**src/rtl/tsi_pkg.sv**
```systemverilog
package tsi_pkg;
  parameter int unsigned NSTR = 2;   // serial streams in and out
  parameter int unsigned NCH  = 32;  // channels per frame
  parameter int unsigned BW   = 8;   // bits per channel

  localparam int unsigned STW  = (NSTR > 1) ? $clog2(NSTR) : 1;
  localparam int unsigned CHW  = $clog2(NCH);
  localparam int unsigned BTW  = $clog2(BW);
  localparam int unsigned POSW = CHW + BTW;
  localparam int unsigned ADRW = STW + CHW;
  localparam int unsigned ENTW = 1 + STW + CHW;

  typedef struct packed {
    logic           off;
    logic [STW-1:0] st;
    logic [CHW-1:0] ch;
  } conn_ent_t;
endpackage

```
**src/rtl/tsi_timing.sv**
```systemverilog
module tsi_timing
  import tsi_pkg::*;
(
  input  logic            clk,
  input  logic            rst_n,
  input  logic            frame_sync,
  output logic [POSW-1:0] cur_pos,
  output logic            cur_par
);
  logic [POSW-1:0] pos_q, pos_nxt;
  logic            par_q, par_nxt;

  always_comb begin
    pos_nxt = frame_sync ? '0 : pos_q + 1'b1;
    par_nxt = (pos_nxt == '0) ? ~par_q : par_q;
  end

  always_ff @(posedge clk or negedge rst_n) begin
    if (!rst_n) begin
      pos_q <= '1;
      par_q <= 1'b0;
    end else begin
      pos_q <= pos_nxt;
      par_q <= par_nxt;
    end
  end

  assign cur_pos = pos_nxt;
  assign cur_par = par_nxt;

  AST_SYNC_ALIGN: assert property (@(posedge clk) disable iff (!rst_n)
    frame_sync |=> (pos_q == '0));
  AST_BANK_FLIP: assert property (@(posedge clk) disable iff (!rst_n)
    (pos_q == '0) |-> (par_q != $past(par_q)));
endmodule

```
**src/rtl/tsi_data_mem.sv**
```systemverilog
module tsi_data_mem
  import tsi_pkg::*;
(
  input  logic            clk,
  input  logic            rst_n,
  input  logic [NSTR-1:0] ser_in,
  input  logic [POSW-1:0] cur_pos,
  input  logic            cur_par,
  input  logic [STW-1:0]  rd_st   [NSTR],
  input  logic [CHW-1:0]  rd_ch   [NSTR],
  input  logic            rd_bank [NSTR],
  output logic [BW-1:0]   rd_byte [NSTR]
);
  logic [BW-1:0] sh_q   [NSTR];
  logic [BW-1:0] sh_nxt [NSTR];
  logic [BW-1:0] mem    [NSTR][2][NCH];
  logic          wr_en;
  logic [CHW-1:0] wr_ch;

  assign wr_en = (cur_pos[BTW-1:0] == '1);
  assign wr_ch = cur_pos[POSW-1:BTW];

  always_comb begin
    for (int s = 0; s < int'(NSTR); s++) begin
      sh_nxt[s] = {sh_q[s][BW-2:0], ser_in[s]};
    end
  end

  always_ff @(posedge clk or negedge rst_n) begin
    if (!rst_n) begin
      for (int s = 0; s < int'(NSTR); s++) sh_q[s] <= '0;
    end else begin
      for (int s = 0; s < int'(NSTR); s++) sh_q[s] <= sh_nxt[s];
    end
  end

  // Data storage carries no reset: contents are only read after a full frame.
  always_ff @(posedge clk) begin
    if (wr_en) begin
      for (int s = 0; s < int'(NSTR); s++) mem[s][cur_par][wr_ch] <= sh_nxt[s];
    end
  end

  genvar o;
  generate
    for (o = 0; o < int'(NSTR); o++) begin : g_rd
      assign rd_byte[o] = mem[rd_st[o]][rd_bank[o]][rd_ch[o]];
    end
  endgenerate
endmodule

```
**src/rtl/tsi_conn_mem.sv**
```systemverilog
module tsi_conn_mem
  import tsi_pkg::*;
(
  input  logic            clk,
  input  logic            rst_n,
  input  logic            cfg_wr,
  input  logic [ADRW-1:0] cfg_addr,
  input  logic [ENTW-1:0] cfg_wdata,
  output logic [ENTW-1:0] cfg_rdata,
  input  logic [CHW-1:0]  cur_ch,
  output conn_ent_t       ent [NSTR]
);
  localparam int unsigned NENT = NSTR * NCH;
  localparam conn_ent_t   RST_ENT = '{off: 1'b1, st: '0, ch: '0};

  logic [ENTW-1:0] cm_q [NENT];

  always_ff @(posedge clk or negedge rst_n) begin
    if (!rst_n) begin
      for (int i = 0; i < int'(NENT); i++) cm_q[i] <= RST_ENT;
    end else if (cfg_wr) begin
      cm_q[cfg_addr] <= cfg_wdata;
    end
  end

  assign cfg_rdata = cm_q[cfg_addr];

  genvar o;
  generate
    for (o = 0; o < int'(NSTR); o++) begin : g_ent
      assign ent[o] = conn_ent_t'(cm_q[{STW'(o), cur_ch}]);
    end
  endgenerate

  AST_CFG_READBACK: assert property (@(posedge clk) disable iff (!rst_n)
    cfg_wr |=> ((cfg_addr != $past(cfg_addr)) || (cfg_rdata == $past(cfg_wdata))));
endmodule

```
**src/rtl/tsi_switch.sv**
```systemverilog
module tsi_switch
  import tsi_pkg::*;
(
  input  logic            clk,
  input  logic            rst_n,
  input  logic            frame_sync,
  input  logic            delay_const,
  input  logic            glob_oe,
  input  logic [NSTR-1:0] ser_in,
  output logic [NSTR-1:0] ser_out,
  output logic [NSTR-1:0] ser_oe,
  input  logic            cfg_wr,
  input  logic [ADRW-1:0] cfg_addr,
  input  logic [ENTW-1:0] cfg_wdata,
  output logic [ENTW-1:0] cfg_rdata
);
  logic [1:0]      rst_sync_q;
  logic            rst_i_n;
  logic [POSW-1:0] cur_pos;
  logic            cur_par;
  logic [CHW-1:0]  cur_ch;
  logic [BTW-1:0]  bit_sel;
  conn_ent_t       ent     [NSTR];
  logic [STW-1:0]  rd_st   [NSTR];
  logic [CHW-1:0]  rd_ch   [NSTR];
  logic            rd_bank [NSTR];
  logic [BW-1:0]   rd_byte [NSTR];

  // asynchronous assertion, synchronous release
  always_ff @(posedge clk or negedge rst_n) begin
    if (!rst_n) rst_sync_q <= 2'b00;
    else        rst_sync_q <= {rst_sync_q[0], 1'b1};
  end
  assign rst_i_n = rst_sync_q[1];

  tsi_timing u_timing (
    .clk(clk), .rst_n(rst_i_n), .frame_sync(frame_sync),
    .cur_pos(cur_pos), .cur_par(cur_par)
  );

  assign cur_ch  = cur_pos[POSW-1:BTW];
  assign bit_sel = BTW'(BW - 1) - cur_pos[BTW-1:0];

  tsi_conn_mem u_conn (
    .clk(clk), .rst_n(rst_i_n), .cfg_wr(cfg_wr), .cfg_addr(cfg_addr),
    .cfg_wdata(cfg_wdata), .cfg_rdata(cfg_rdata), .cur_ch(cur_ch), .ent(ent)
  );

  tsi_data_mem u_data (
    .clk(clk), .rst_n(rst_i_n), .ser_in(ser_in), .cur_pos(cur_pos),
    .cur_par(cur_par), .rd_st(rd_st), .rd_ch(rd_ch), .rd_bank(rd_bank),
    .rd_byte(rd_byte)
  );

  genvar o;
  generate
    for (o = 0; o < int'(NSTR); o++) begin : g_out
      logic drv_en;
      assign rd_st[o]   = ent[o].st;
      assign rd_ch[o]   = ent[o].ch;
      // current-frame bank only when the source slot is already complete
      assign rd_bank[o] = (!delay_const && (ent[o].ch < cur_ch)) ? cur_par : ~cur_par;
      assign drv_en     = glob_oe & ~ent[o].off;
      assign ser_oe[o]  = drv_en;
      assign ser_out[o] = drv_en & rd_byte[o][bit_sel];

      AST_CH_OFF: assert property (@(posedge clk) disable iff (!rst_i_n)
        ent[o].off |-> !ser_oe[o]);
      AST_QUIET_LINE: assert property (@(posedge clk) disable iff (!rst_i_n)
        !ser_oe[o] |-> !ser_out[o]);
    end
  endgenerate

  AST_GLOBAL_OFF: assert property (@(posedge clk) disable iff (!rst_i_n)
    !glob_oe |-> (ser_oe == '0));
endmodule

```
**config.mk**
```make
export PLATFORM = sky130hd
export DESIGN_NAME = tsi_switch
export DESIGN_NICKNAME = d
export VERILOG_FILES = /design/src/rtl/tsi_pkg.sv /design/src/rtl/tsi_timing.sv /design/src/rtl/tsi_data_mem.sv /design/src/rtl/tsi_conn_mem.sv /design/src/rtl/tsi_switch.sv
export SDC_FILE = /design/constraint.sdc
export NUM_CORES = 2
export LEC_CHECK = 0
export BUFFER_PORTS_ARGS = -buffer_cell sky130_fd_sc_hd__clkbuf_2
export CORE_UTILIZATION = 45
export DETAILED_ROUTE_END_ITERATION = 8
export PLACE_DENSITY = 0.6
export SETUP_SLACK_MARGIN = 0.2
export SYNTH_ARGS = -nofsm -noshare
export SYNTH_HDL_FRONTEND = slang
export SYNTH_SLANG_ARGS = --single-unit
```
**constraint.sdc**
```tcl
create_clock -name clk -period 15.83 [get_ports clk]
set_input_delay 2.3745 -clock clk [delete_from_list [all_inputs] [get_ports clk]]
set_output_delay 2.3745 -clock clk [all_outputs]
set_load 0.03 [all_outputs]
```
== After elaboration in Yosys (flattened, before gate mapping) ==
Memory sizes are Yosys's and may differ from the RTL's.
Cells that the tools add are included.

* Shifts and indexed selects: 0
* Magnitude comparators: 15
* Multiply operators: 0
* Bitwise logic cells: 17
* Muxes and demuxes: 38
* Divide/modulo/power cells: 0
* Reductions and logical operators: 7
* $add $sub $neg: 2
* Equality and inequality tests: 1

{| class="wikitable"
|+ Operators with widths
! kind !! number
|-
| $mux W256 || 7
|-
| $mux W512 || 1
|-
| $bwmux W448 || 1
|-
| $demux W256 S1 || 1
|-
| $bmux W7 S6 || 3
|-
| $bmux W8 S5 || 2
|-
| $mux W7 || 7
|-
| $mux W8 || 6
|-
| $demux W7 S6 || 1
|-
| $demux W8 S5 || 1
|-
| $ge A7 B7 Y1 const B || 3
|-
| $ge A6 B6 Y1 const B || 3
|-
| $not A5 Y6 || 3
|-
| $not A6 Y7 || 2
|-
| $lt A5 B5 Y1 || 2
|-
| $add A8 B1 Y8 const B || 1
|-
| $logic_not A8 Y1 || 1
|-
| $lt A7 B1 Y1 const B || 1
|-
| $not A5 Y7 || 1
|-
| $bmux W1 S3 || 2
|-
| $ge A2 B2 Y1 const B || 3
|-
| $lt A6 B1 Y1 const B || 1
|-
| $mux W1 || 6
|-
| $not A1 Y2 || 3
|-
| 8 further kinds || 18
|}

* Output and inout port bits: 11
* Logic and storage cells: 150
* Bits in writable memories: 1024
* Flip-flop bits (word level): 473
* Bits in latches: 0
* Memories kept: 1
* Bits in read-only memories: 0

{| class="wikitable"
|+ Memory list
! name !! depth !! width !! read ports !! clocked after Yosys merged registers in !! write ports !! line !! source
|-
| u_data.mem || 2 || 512 || 2 || 0 || 2 || tsi_data_mem.sv:16 || <nowiki>logic [BW-1:0] mem [NSTR][2][NCH];</nowiki>
|}

== Logic depth before layout (Yosys ltp) ==
* Depth in word-level cells: 19
* Mapped depth: 39
* Gate-level depth less buffers: 27

== Hierarchy ==
A second synthesis with hierarchy kept.

* Cell total of the unflattened synthesis: 3820
* Area, all modules: 72578.4 um^2

{| class="wikitable"
|+ By module, submodules not included
! module !! seq. area each (um^2) !! times used !! cells each !! area each (um^2)
|-
| tsi_data_mem || 31099.8 || 1 || 1972 || 47514.3
|-
| tsi_conn_mem || 11290.8 || 1 || 1753 || 24126.9
|-
| tsi_switch || 50.0 || 1 || 56 || 499.2
|-
| tsi_timing || 235.2 || 1 || 39 || 437.9
|}

== Worst setup path before layout ==
OpenSTA, ideal clock, no wires.

* Path kind: input-to-output
* Start point: input port frame_sync
* End point: output port ser_out[1]
* Stages: 34
* Slack: 4893 ps
* Arrival time: 8563 ps
* Required time: 13456 ps
* Cell sequence: buf_2 -> nor2b_1 -> mux2_4 -> buf_6 -> buf_2 -> buf_4 -> buf_2 -> buf_2 -> mux2i_1 -> mux2i_1 -> o22ai_1 -> a211oi_1 -> nand2_1 -> inv_1 -> buf_4 -> clkbuf_1 -> ha_1 -> a2111oi_0 -> inv_1 -> o41ai_4 -> mux2_4 -> or2_1 -> buf_4 -> buf_6 -> buf_6 -> buf_4 -> a221oi_1 -> nor3_1 -> nor2_1 -> o2111ai_1 -> a32o_1 -> o311ai_1 -> o211ai_1 -> a311oi_2

* Longest elaborated chain between the ends: 18
* Elaborated cells on any way between the ends: 26
* Classes of those cells: add/sub (1); order compare (1); mux (14); bitwise (7); reduce/logical (2); memory (1)

{| class="wikitable"
|+ Ends and longest elaborated chain
! element !! line !! source
|-
| start: declaration || tsi_switch.sv:6 || <nowiki>input logic frame_sync,</nowiki>
|-
| $mux W8 (*) || tsi_timing.sv:14 || <nowiki>pos_nxt = frame_sync ? '0 : pos_q + 1'b1;</nowiki>
|-
| $not A6 Y7 (implied by the code) || tsi_conn_mem.sv:31 || <nowiki>assign ent[o] = conn_ent_t'(cm_q[{STW'(o), cur_ch}]);</nowiki>
|-
| $bmux W7 S6 || tsi_conn_mem.sv:31 ||
|-
| $mux W7 (implied by the code) (2 in a row) || tsi_conn_mem.sv:31 ||
|-
| $lt A5 B5 Y1 || tsi_switch.sv:62 || <nowiki>assign rd_bank[o] = (!delay_const && (ent[o].ch < cur_ch)) ? cur_par : ~cur_par;</nowiki>
|-
| $logic_and A1 B1 Y1 || tsi_switch.sv:62 ||
|-
| $mux W1 || tsi_switch.sv:62 ||
|-
| $not A1 Y2 (implied by the code) || tsi_data_mem.sv:47 || <nowiki>assign rd_byte[o] = mem[rd_st[o]][rd_bank[o]][rd_ch[o]];</nowiki>
|-
| $mux W256 (implied by the code) (3 in a row) || tsi_data_mem.sv:47 ||
|-
| $bmux W8 S5 || tsi_data_mem.sv:47 ||
|-
| $mux W8 (implied by the code) (2 in a row) || tsi_data_mem.sv:47 ||
|-
| $bmux W1 S3 || tsi_switch.sv:65 || <nowiki>assign ser_out[o] = drv_en & rd_byte[o][bit_sel];</nowiki>
|-
| $mux W1 (implied by the code) || tsi_switch.sv:65 ||
|-
| $and A1 B1 Y1 (*) || tsi_switch.sv:65 ||
|-
| end: declaration || tsi_switch.sv:10 || <nowiki>output logic [NSTR-1:0] ser_out,</nowiki>
|}

Mark *: on every way between the ends. The rest lies on a longest branch, timed or not. The select of a mux whose other input is x is not followed.

== Worst setup path in the final report ==
Same ends and word-level chain as after synthesis.

==> flow_summary.ini <==
[clock_network]
postCtsSetupBuffers = 0
cts_buffer_depth = 3
clock_latency_ps = 830
cts_buffers = 164
cts_tree = built
cts_resized = 0
h-tree-depth = 4
clk_pin_slew_ps = 50
holdBufCountCts = 0
cts.sinks = 1497
cts-root-buf = clkbuf_16

[flow_run]
cap_viol_max_count = 0

[pwr]
leakage_nw = 30.6
ir_worst_vdd_mv = 0.121
power_switching_w = 0.00455
p_seq_share_pct = 36.4
powerDensity_nw_per_um2 = 149
p_int_w = 0.00783
swShare_pct = 36.7
pwr-share-clk_pct = 30.7
combPwrFrac_pct = 32.8

[drt]
drcViolationCount = 0
vias = 60439
totalWireLength_mm = 299
drt_iter0_markers = 10092
ant_nets = 0
via_per_inst = 6.85
wire_per_inst_um = 33.9
drt_pre_antenna_iters = 9

[setup_path]
r2r_setup_slack_ps = 10060
required_ps = 13460
arrival_ps = 12210
worst-path-buf-inv = 8
slowest_stage = a32oi_1
rr_startpoint = u_timing.pos_q[2]
crit_path_end_kind = output pin
cp-start-kind = primary input
max_stage_delay_ps = 850
critPathTopFamily = simple AND/OR/NAND/NOR gates
r2r_cells = 11
cp_max_fo = 62
critPathKind = primary input to output pin
crit_top_cell = nand3_1
reg2reg_to = u_data.mem[0][248]

[floorplanning]
core_area_um2 = 165000
rows = 149
die_w_um = 410
ioPinCount = 32
die_h_um = 410
start_util_pct = 45.4
die-area_um2 = 168000

[timing]
relSlewSlack_pct = 2.51
rsz0062_at_grt = no
hold_slack_ps = 352
tightest_slew_ps = 1450
hold_violations = 0
finalCritPeriodShare_pct = 92.1
final-max-slew-violation-count = 0
fin_ws_ps = 1240
setup_viol = 0
layout_min_cycle_time_ps = 14590
max_freq_mhz = 68.6
clock_skew_ps = 33.0
finalSetupTns_ps = 0

[synthesis]
synth_area_um2 = 75100
synth-seq-cells = 1497
synth_seq_area_share_pct = 56.8
synth_cells = 6554
synth-warning-count = 0
ys_types = 102
syn_nets = 6582
synth-edff-count = 1024
syn_avg_cell_area_um2 = 11.5
async_flop_share_pct = 31.6
ys.flop_type = edfxtp_1

[final_layout]
nFillCells = 14299
finalInstanceArea_um2 = 83300
drive_gt1_share_pct = 19.4
nets = 6522
multi_input_area_um2 = 30100
final_common_cell = nand2_1
synthToLayoutAreaGrowth_pct = 10.9
seqCellArea_um2 = 42700
layout_common_cells = nand2_1 (1506), edfxtp_1 (1024), mux2_2 (456)

[run_status]
status = complete, no violations

[global_routing]
antenna_found_initial = 12
grt_pass1_wl_mm = 423
grt_max_degree = 168
grt_usage_pct = 34.8
grt-ovfl-total = 0
grt_pass1_vias = 56716

[worst_hold_path]
whs_endpoint = rst_sync_q[1]
hp-class = flip-flop to flip-flop
whs_path_depth = 0
min_from = rst_sync_q[0]

[place]
portBuffers = 31
dpl_worst_slack_ps = 1770
hpwl_mm = 185
place_area_um2 = 78100
place.gp.congestion = 0.985
synth_stat cells, types with 72 or more instances:
library cell | count | share of area, %
and3_1 | 84 | 0.70
nor2_1 | 192 | 0.96
a22oi_1 | 172 | 1.7
mux2i_1 | 304 | 4.1
a31oi_1 | 128 | 1.1
a21oi_1 | 323 | 2.2
edfxtp_1 | 1024 | 41
dfrtp_1 | 401 | 13
o22ai_1 | 85 | 0.71
clkbuf_1 | 245 | 1.2
o21ai_0 | 85 | 0.57
mux2_2 | 456 | 6.8
dfstp_2 | 72 | 2.5
mux4_2 | 127 | 3.8
nand2_1 | 1509 | 7.5
buf_2 | 138 | 0.92
nand3_1 | 391 | 2.6
cell families after synthesis:
kind of cell	Yosys count	synth area share, %
compound gates	1168	10.6
xor+xnor	5	0.0583
fa+ha+maj	7	0.117
buf+inv	538	3.43
flops	1497	56.8
mux	891	14.8
other cells	1	0.00499
simple gates	2447	14.1
how the worst max path moves through the flow:
stage	startpoint	to	slack, ps	cells after the start
6_report	frame_sync	ser_out[1]	1240	30
4_1_cts	frame_sync	ser_out[1]	1710	30
3_5_place_dp	frame_sync	ser_out[1]	1770	30
2_1_floorplan	rst_sync_q[1]	u_conn.cm_q[0]	1800	0
3_3_place_gp	frame_sync	ser_out[0]	1490	29
5_1_grt	frame_sync	ser_out[1]	1180	30
through the flow:
stage | power (W) | util (%) | std cells
CTS | 0.0123 | 50.4 | 8818
global route | 0.0127 | 50.4 | 8818
detailed placement | 0.00851 | 47.2 | 8517
finish | 0.0124 | 50.4 | 8821
floorplan | 0.00716 | - | 6554
global placement | 0.00846 | 47.2 | 8517
power by group through the flow:
stage / clock, W / sequential, W / combinational, W
after floorplan: 0 / 0.00456 / 0.00260
after global placement: 0 / 0.00458 / 0.00388
after detailed placement: 0 / 0.00458 / 0.00392
after CTS: 0.00382 / 0.00451 / 0.00393
after global routing: 0.00397 / 0.00453 / 0.00423
final: 0.00380 / 0.00451 / 0.00407
registers in the layout, summed over array words and instances, names as in the netlist:
signal	count
u_data.mem	1024
u_conn.cm_q	448
u_data.sh_nxt	14
u_timing.pos_q	8
rst_sync_q	2
u_timing.par_q	1
metal layers:
layer	GRT usage [%]	share of wire [%]	up-vias	wire length (um)
met3	8.78	12	1015	36800
li1	-	-	24533	-
met1	46.0	37	30254	110000
met4	22.2	7.6	10	22700
met2	51.1	43	4627	129000
met5	0	0.024	-	71
layout make-up:
cell class / instances / area share, %
Tap cell: 2189 / 3.29
Sequential cell: 1497 / 51.3
Antenna cell: 3 / 0.00901
Clock buffer: 218 / 5.33
Timing Repair Buffer: 291 / 2.91
Clock inverter: 83 / 0.940
Multi-Input combinational cell: 4519 / 36.2
Inverter: 21 / 0.104
Note: power is estimated with default switching activity, not from simulation.
